### config.mk
export PLATFORM = sky130hd
export DESIGN_NAME = capture_buffer
export DESIGN_NICKNAME = d
export VERILOG_FILES = /design/src/rtl/capbuf_pkg.sv /design/src/rtl/capbuf_ram.sv /design/src/rtl/capbuf_wr_ctrl.sv /design/src/rtl/capbuf_rd_seq.sv /design/src/rtl/capture_buffer.sv
export SDC_FILE = /design/constraint.sdc
export NUM_CORES = 1
export LEC_CHECK = 0
export BUFFER_PORTS_ARGS = -buffer_cell sky130_fd_sc_hd__buf_2
export CORE_MARGIN = 1.5
export CORE_UTILIZATION = 45
export CTS_CLUSTER_SIZE = 40
export DETAILED_ROUTE_END_ITERATION = 6
export PLACE_DENSITY = 0.62
export SYNTH_ARGS = -nofsm -noshare
export SYNTH_HDL_FRONTEND = slang
export SYNTH_SLANG_ARGS = --single-unit
### constraint.sdc
create_clock -name clk_i -period 7.9 [get_ports clk_i]
set_input_delay 0.395 -clock clk_i [delete_from_list [all_inputs] [get_ports clk_i]]
set_output_delay 0.395 -clock clk_i [all_outputs]
set_load 0.03 [all_outputs]
### src/rtl/capbuf_pkg.sv
package capbuf_pkg;
  typedef enum logic [1:0] {
    ST_IDLE,
    ST_PRE,
    ST_POST,
    ST_DONE
  } cap_state_e;
endpackage

### src/rtl/capbuf_ram.sv
module capbuf_ram #(
  parameter int W     = 16,
  parameter int DEPTH = 64,
  localparam int AW   = $clog2(DEPTH)
) (
  input  logic          clk_i,
  input  logic          we_i,
  input  logic [AW-1:0] waddr_i,
  input  logic [W-1:0]  wdata_i,
  input  logic          re_i,
  input  logic [AW-1:0] raddr_i,
  output logic [W-1:0]  rdata_o
);
  logic [W-1:0] mem_q [DEPTH];

  always_ff @(posedge clk_i) begin
    if (we_i) mem_q[waddr_i] <= wdata_i;
    if (re_i) rdata_o <= mem_q[raddr_i];
  end
endmodule

### src/rtl/capbuf_wr_ctrl.sv
module capbuf_wr_ctrl
  import capbuf_pkg::*;
#(
  parameter int DEPTH = 64,
  localparam int AW   = $clog2(DEPTH),
  localparam int CW   = $clog2(DEPTH + 1)
) (
  input  logic          clk_i,
  input  logic          rst_ni,
  input  logic          arm_i,
  input  logic [3:0]    ratio_i,
  input  logic          wr_req_i,
  input  logic          trig_i,
  output logic          we_o,
  output logic [AW-1:0] waddr_o,
  output logic [CW-1:0] pre_depth_o,
  output logic [CW-1:0] pre_fill_o,
  output logic [AW-1:0] ring_head_o,
  output logic          done_o
);
  cap_state_e    state_q;
  logic [AW-1:0] ring_ptr_q, post_ptr_q, cur_post;
  logic [CW-1:0] pre_fill_q, pd_q, pd_calc;
  logic [3:0]    code_c;
  logic          post_mode, ring_wrap, post_last;

  always_comb begin
    if (ratio_i == 4'd0)      code_c = 4'd1;
    else if (ratio_i > 4'd9)  code_c = 4'd9;
    else                      code_c = ratio_i;
  end

  assign pd_calc   = CW'((32'(code_c) * DEPTH) / 10);
  assign post_mode = (state_q == ST_POST) || (state_q == ST_PRE && trig_i);
  assign cur_post  = (state_q == ST_POST) ? post_ptr_q : AW'(pd_q);
  assign post_last = (cur_post == AW'(DEPTH - 1));
  assign ring_wrap = (CW'(ring_ptr_q) + CW'(1)) == pd_q;

  assign we_o    = wr_req_i && !arm_i && (state_q == ST_PRE || state_q == ST_POST);
  assign waddr_o = post_mode ? cur_post : ring_ptr_q;

  always_ff @(posedge clk_i or negedge rst_ni) begin
    if (!rst_ni) begin
      state_q    <= ST_IDLE;
      ring_ptr_q <= '0;
      post_ptr_q <= '0;
      pre_fill_q <= '0;
      pd_q       <= '0;
    end else if (arm_i) begin
      state_q    <= ST_PRE;
      ring_ptr_q <= '0;
      post_ptr_q <= '0;
      pre_fill_q <= '0;
      pd_q       <= pd_calc;
    end else begin
      unique case (state_q)
        ST_PRE: begin
          if (trig_i) begin
            state_q    <= ST_POST;
            post_ptr_q <= cur_post;
            if (wr_req_i) begin
              if (post_last) state_q <= ST_DONE;
              else           post_ptr_q <= cur_post + AW'(1);
            end
          end else if (wr_req_i) begin
            ring_ptr_q <= ring_wrap ? '0 : ring_ptr_q + AW'(1);
            if (pre_fill_q < pd_q) pre_fill_q <= pre_fill_q + CW'(1);
          end
        end
        ST_POST: begin
          if (wr_req_i) begin
            if (post_last) state_q <= ST_DONE;
            else           post_ptr_q <= post_ptr_q + AW'(1);
          end
        end
        default: ;
      endcase
    end
  end

  assign pre_depth_o = pd_q;
  assign pre_fill_o  = pre_fill_q;
  assign ring_head_o = ring_ptr_q;
  assign done_o      = (state_q == ST_DONE);
endmodule

### src/rtl/capbuf_rd_seq.sv
module capbuf_rd_seq #(
  parameter int DEPTH = 64,
  localparam int AW   = $clog2(DEPTH),
  localparam int CW   = $clog2(DEPTH + 1),
  localparam int XW   = CW + 1
) (
  input  logic          clk_i,
  input  logic          rst_ni,
  input  logic          arm_i,
  input  logic          done_i,
  input  logic          rd_req_i,
  input  logic [CW-1:0] pre_depth_i,
  input  logic [CW-1:0] pre_fill_i,
  input  logic [AW-1:0] ring_head_i,
  output logic          re_o,
  output logic [AW-1:0] raddr_o,
  output logic          rd_valid_o
);
  logic [CW-1:0] rd_cnt_q;
  logic [XW-1:0] total, pre_start, ring_sum, ring_addr, post_addr;
  logic          in_pre;

  assign total     = XW'(pre_fill_i) + XW'(DEPTH) - XW'(pre_depth_i);
  assign re_o      = rd_req_i && done_i && !arm_i && (XW'(rd_cnt_q) < total);
  // oldest survivor sits at the write head only once the ring has filled
  assign pre_start = (pre_fill_i == pre_depth_i) ? XW'(ring_head_i) : '0;
  assign ring_sum  = pre_start + XW'(rd_cnt_q);
  assign ring_addr = (ring_sum >= XW'(pre_depth_i)) ? ring_sum - XW'(pre_depth_i) : ring_sum;
  assign post_addr = XW'(pre_depth_i) + XW'(rd_cnt_q) - XW'(pre_fill_i);
  assign in_pre    = rd_cnt_q < pre_fill_i;
  assign raddr_o   = in_pre ? AW'(ring_addr) : AW'(post_addr);

  always_ff @(posedge clk_i or negedge rst_ni) begin
    if (!rst_ni) begin
      rd_cnt_q   <= '0;
      rd_valid_o <= 1'b0;
    end else begin
      rd_valid_o <= re_o;
      if (arm_i)     rd_cnt_q <= '0;
      else if (re_o) rd_cnt_q <= rd_cnt_q + CW'(1);
    end
  end
endmodule

### src/rtl/capture_buffer.sv
module capture_buffer #(
  parameter int TS_W   = 8,
  parameter int DATA_W = 8,
  parameter int DEPTH  = 64,
  localparam int REC_W = TS_W + DATA_W,
  localparam int AW    = $clog2(DEPTH),
  localparam int CW    = $clog2(DEPTH + 1)
) (
  input  logic              clk_i,
  input  logic              rst_ni,
  input  logic              arm_i,
  input  logic [3:0]        ratio_i,
  input  logic              wr_req_i,
  input  logic [TS_W-1:0]   ts_i,
  input  logic [DATA_W-1:0] sample_i,
  input  logic              trig_i,
  input  logic              rd_req_i,
  output logic [REC_W-1:0]  rd_data_o,
  output logic              rd_valid_o,
  output logic              done_o,
  output logic [CW-1:0]     trig_idx_o
);
  logic          we, re;
  logic [AW-1:0] waddr, raddr, ring_head;
  logic [CW-1:0] pre_depth, pre_fill;

  capbuf_wr_ctrl #(.DEPTH(DEPTH)) u_wr (
    .clk_i      (clk_i),
    .rst_ni     (rst_ni),
    .arm_i      (arm_i),
    .ratio_i    (ratio_i),
    .wr_req_i   (wr_req_i),
    .trig_i     (trig_i),
    .we_o       (we),
    .waddr_o    (waddr),
    .pre_depth_o(pre_depth),
    .pre_fill_o (pre_fill),
    .ring_head_o(ring_head),
    .done_o     (done_o)
  );

  capbuf_rd_seq #(.DEPTH(DEPTH)) u_rd (
    .clk_i      (clk_i),
    .rst_ni     (rst_ni),
    .arm_i      (arm_i),
    .done_i     (done_o),
    .rd_req_i   (rd_req_i),
    .pre_depth_i(pre_depth),
    .pre_fill_i (pre_fill),
    .ring_head_i(ring_head),
    .re_o       (re),
    .raddr_o    (raddr),
    .rd_valid_o (rd_valid_o)
  );

  capbuf_ram #(.W(REC_W), .DEPTH(DEPTH)) u_ram (
    .clk_i  (clk_i),
    .we_i   (we),
    .waddr_i(waddr),
    .wdata_i({ts_i, sample_i}),
    .re_i   (re),
    .raddr_i(raddr),
    .rdata_o(rd_data_o)
  );

  assign trig_idx_o = pre_fill;
endmodule

==> impl_metrics.yaml <==
detailed_routing:
  overall_via_count_from_detail_route: 29000
  route.final.wire_length_mm: 122
  count_of_nets_left_with_antenna_violations_after_detail_routing: 0
  tritonroute_pass_1_iters: 5
  number_of_drc_violations_after_detailed_routing: 0
  post_drt_via_cell_ratio: 5.92
  post_drt_wl_per_cell_um: 24.9
  drtIter0Drc: 3488
critical_path:
  setup.worst_path.end_class: "flop"
  setup.worst_path.start_class: "flop"
  timing.setup.critical_path_class: "reg2reg"
  arrival_ns: 7.13
  timing.critical_path.required_ns: 8.44
  r2r.worst_path.cells: 20
  timing.critical_path.fanout_max: 71
place:
  place_inst: 4708
  total_cell_area_at_the_placement_stage_sq_um: 47300
  place_worst_setup_slack_ns: 1.40
  port-buffer-count: 50
  place.detailed.hpwl_mm: 71.0
  gp_routability_congestion: 0.877
pwr:
  vdd_ir_drop_max_mv: 0.514
  power_per_cell_area_nw_per_um2: 418
  cellLeakagePower_nw: 17.3
  power_dissipated_by_switching_net_loads_mw: 9.18
  clkPwrFrac: 0.227
  pwr-share-seq: 0.308
  swShare: 0.434
  part_of_the_total_power_dissipated_in_combinational_logic: 0.465
  power_report.internal_total_mw: 12.0
logic_synthesis:
  synth-edff-count: 1040
  post-synth-top-count-cell: "edfxtp_1"
  synth_top_cell_area_share: 0.691
  synth.distinct_cells: 75
  ys_top_cells_by_area: "edfxtp_1, nand2_1, a32oi_1, a21oi_1, dfrtp_1"
  synth_nets: 3547
  synth_seq_area_share: 0.711
  syn_inst: 3448
  syn_avg_cell_area_sq_um: 13.1
  synth_area_sq_um: 45200
  synth-main-ff-cell: "edfxtp_1"
  postSynth.asyncResetShare: 0.0335
  synth.cells.most_frequent: "edfxtp_1, nand2_1, a21oi_1"
  ys_ff_latch: 1076
  yosys_warnings: 0
  netlist.top_cell.by_area: "edfxtp_1"
global_route:
  grt_antenna_before_repair: 3
  grt_start_max_net_pins: 152
  overflow: 0
  grt_first_pass_wirelength_mm: 179
  groute.usage.overall: 0.235
  first_global_vias: 27000
hold_path:
  hold_path_depth: 3
  worstHoldPathType: "in2reg"
timing:
  postLayoutSetupSlackWorst_ns: 1.32
  max_frequency_mhz: 152
  final_period_minus_worst_setup_slack_ns: 6.58
  worst_clock_skew_ns: 0.0270
  timing.final.max_slew_violations: 0
  post-route-period-util: 0.833
  grt_setup_unrepaired: "false"
  report.final.hold_viol_count: 0
  final-setup-viol-count: 0
  tightest_slew_ns: 1.20
  fin_tns_setup_ns: 0
  whs_ns: 0.245
  relSlewSlack: 0.190
finish:
  post_synthesis_to_final_layout_area_growth_pct: 12.0
  stdcell_area_sq_um: 50600
  final_nets: 3619
  layout-drive-gt1-share: 0.0940
  nFillCells: 8501
  layout.cells.non_filler: 4904
floorplan:
  core_region_area_sq_um: 99900
  chipWidth_um: 320
  row_count: 116
  die_area_sq_um: 102000
  floorplan.die.height_um: 320
  initial_core_util: 0.452
  top_level_ports: 51
clock_tree:
  cts_buffers: 107
  cts_root_buffer_type: "clkbuf_16"
  worstSkewPairLatency_ns: 0.68
  sink_count_of_the_clock_tree: 1076
  tritoncts: "done"
  max_clock_buf_depth: 3
  clk_transition_reported_paths_ns: 0.06
  cts-htree-levels: 3
job:
  max_cap_viol_count: 0
outcome:
  status: "completed"
[state kept, by name, summed over array words and instances, names as in the netlist]
register,count
u_ram.mem_q,1024
u_ram.rdata_o,16
u_rd.rd_cnt_q,7
u_wr.pre_depth_o,7
u_wr.pre_fill_o,7
u_wr.post_ptr_q,6
u_wr.ring_head_o,6
u_wr.state_q,2
u_rd.rd_valid_o,1
[layout by cell type, fill, tap and decap left out, drive strengths merged, types with 7 or more instances in the layout]
cell / n
edfxtp: 1040
nand2: 788
a21oi: 266
buf: 169
a32oi: 161
nand3: 158
clkbuf: 143
nor2: 139
a22oi: 100
mux2i: 76
nand4: 73
inv: 64
ha: 62
clkinv: 41
xnor2: 36
dfrtp: 36
o21ai: 32
nor3: 18
or4: 17
nand2b: 11
o21a: 11
fa: 11
nor2b: 10
and2: 10
a21o: 9
xor2: 7
and3: 7
o21bai: 7
[through the flow]
step	total power, mW	utilization
floorplan	12.8	-
global placement	16.3	0.474
detailed placement	16.4	0.474
CTS	21.2	0.507
global route	22.2	0.507
finish	21.2	0.507
[layout make-up]
cell class / count / area (sq um) / area share
multi-input cells: 2103 / 12100 / 0.239
clock inverters: 51 / 367 / 0.00724
repair buffers: 170 / 1280 / 0.0253
clock buffers: 143 / 2900 / 0.0572
well taps: 1298 / 1620 / 0.0321
diodes: 1 / 2.50 / 0.0000494
flip-flops and latches: 1076 / 32100 / 0.635
inverters: 62 / 233 / 0.00460
[logic make-up (layout without fill, tap and decap cells)]
logic type	after synthesis	count (layout)	synth area share
and+or+nand+nor	1259	1259	0.119
AOI/OAI and AO/OA	646	646	0.0977
buffers and inverters	269	426	0.0231
xor gates and xnor gates	43	43	0.00834
muxes	82	82	0.0184
other	0	1	0
adders and majority gates	73	73	0.0220
DFF	1076	1076	0.711
[power by group through the flow]
stage | registers, mW | logic (mW) | clock network, mW
2_1_floorplan | 6.64 | 6.13 | 0
3_3_place_gp | 6.64 | 9.70 | 0
3_5_place_dp | 6.64 | 9.76 | 0
4_1_cts | 6.52 | 9.79 | 4.86
5_1_grt | 6.53 | 10.6 | 5.08
6_report | 6.52 | 9.83 | 4.81
[routing by layer]
| metal | up-vias | track usage | wire [um] | part of all wire |
|---|---|---|---|---|
| met2 | 1268 | 0.372 | 57200 | 0.47 |
| met5 | - | 0 | 16 | 0.00013 |
| li1 | 13100 | - | - | - |
| met4 | 2 | 0.0680 | 3100 | 0.025 |
| met1 | 14500 | 0.340 | 51800 | 0.42 |
| met3 | 166 | 0.0320 | 10100 | 0.083 |
[critical path, stage by stage (launching register included)]
cell and delay [ns]:
dfrtp_1 0.43, inv_1 0.14, ha_1 0.39, nand4_1 0.14, nor2_1 0.27, and2_1 0.23
ha_1 0.26, a211oi_1 0.33, nor2_1 0.14, nor2_1 0.21, ha_1 0.30, a41o_1 0.26
o2111a_1 0.28, o31ai_1 0.42, a22o_4 0.47, buf_4 0.72, nand2_1 0.14, a32oi_1 0.43
a22oi_1 0.17, a21oi_1 0.45, or4_1 0.20
[path summary, 6_finish.rpt]
kind,start,end,slack [ns]
max,u_wr.pre_depth_o[5]$_DFFE_PN0P_,u_ram.rdata_o[13]$_DFFE_PP_,1.32
min in group asynchronous,rst_ni,u_wr.pre_fill_o[3]$_DFFE_PN0P_,0.39
max reg2reg,u_wr.pre_depth_o[5]$_DFFE_PN0P_,u_ram.rdata_o[13]$_DFFE_PP_,1.32
min,arm_i,u_rd.rd_cnt_q[2]$_DFFE_PN0P_,0.24
max in group asynchronous,rst_ni,u_wr.post_ptr_q[3]$_DFFE_PN0P_,6.97
min reg2reg,u_wr.post_ptr_q[4]$_DFFE_PN0P_,u_wr.post_ptr_q[4]$_DFFE_PN0P_,0.57
[repair_timing]
item / CTS / global route
hold buffers: 1 / 0
resized for setup: 0 / 0
buffers inserted: 0 / 0
endpoints found under the hold margin: 36 / 0
(Power assumes the default switching activity.)
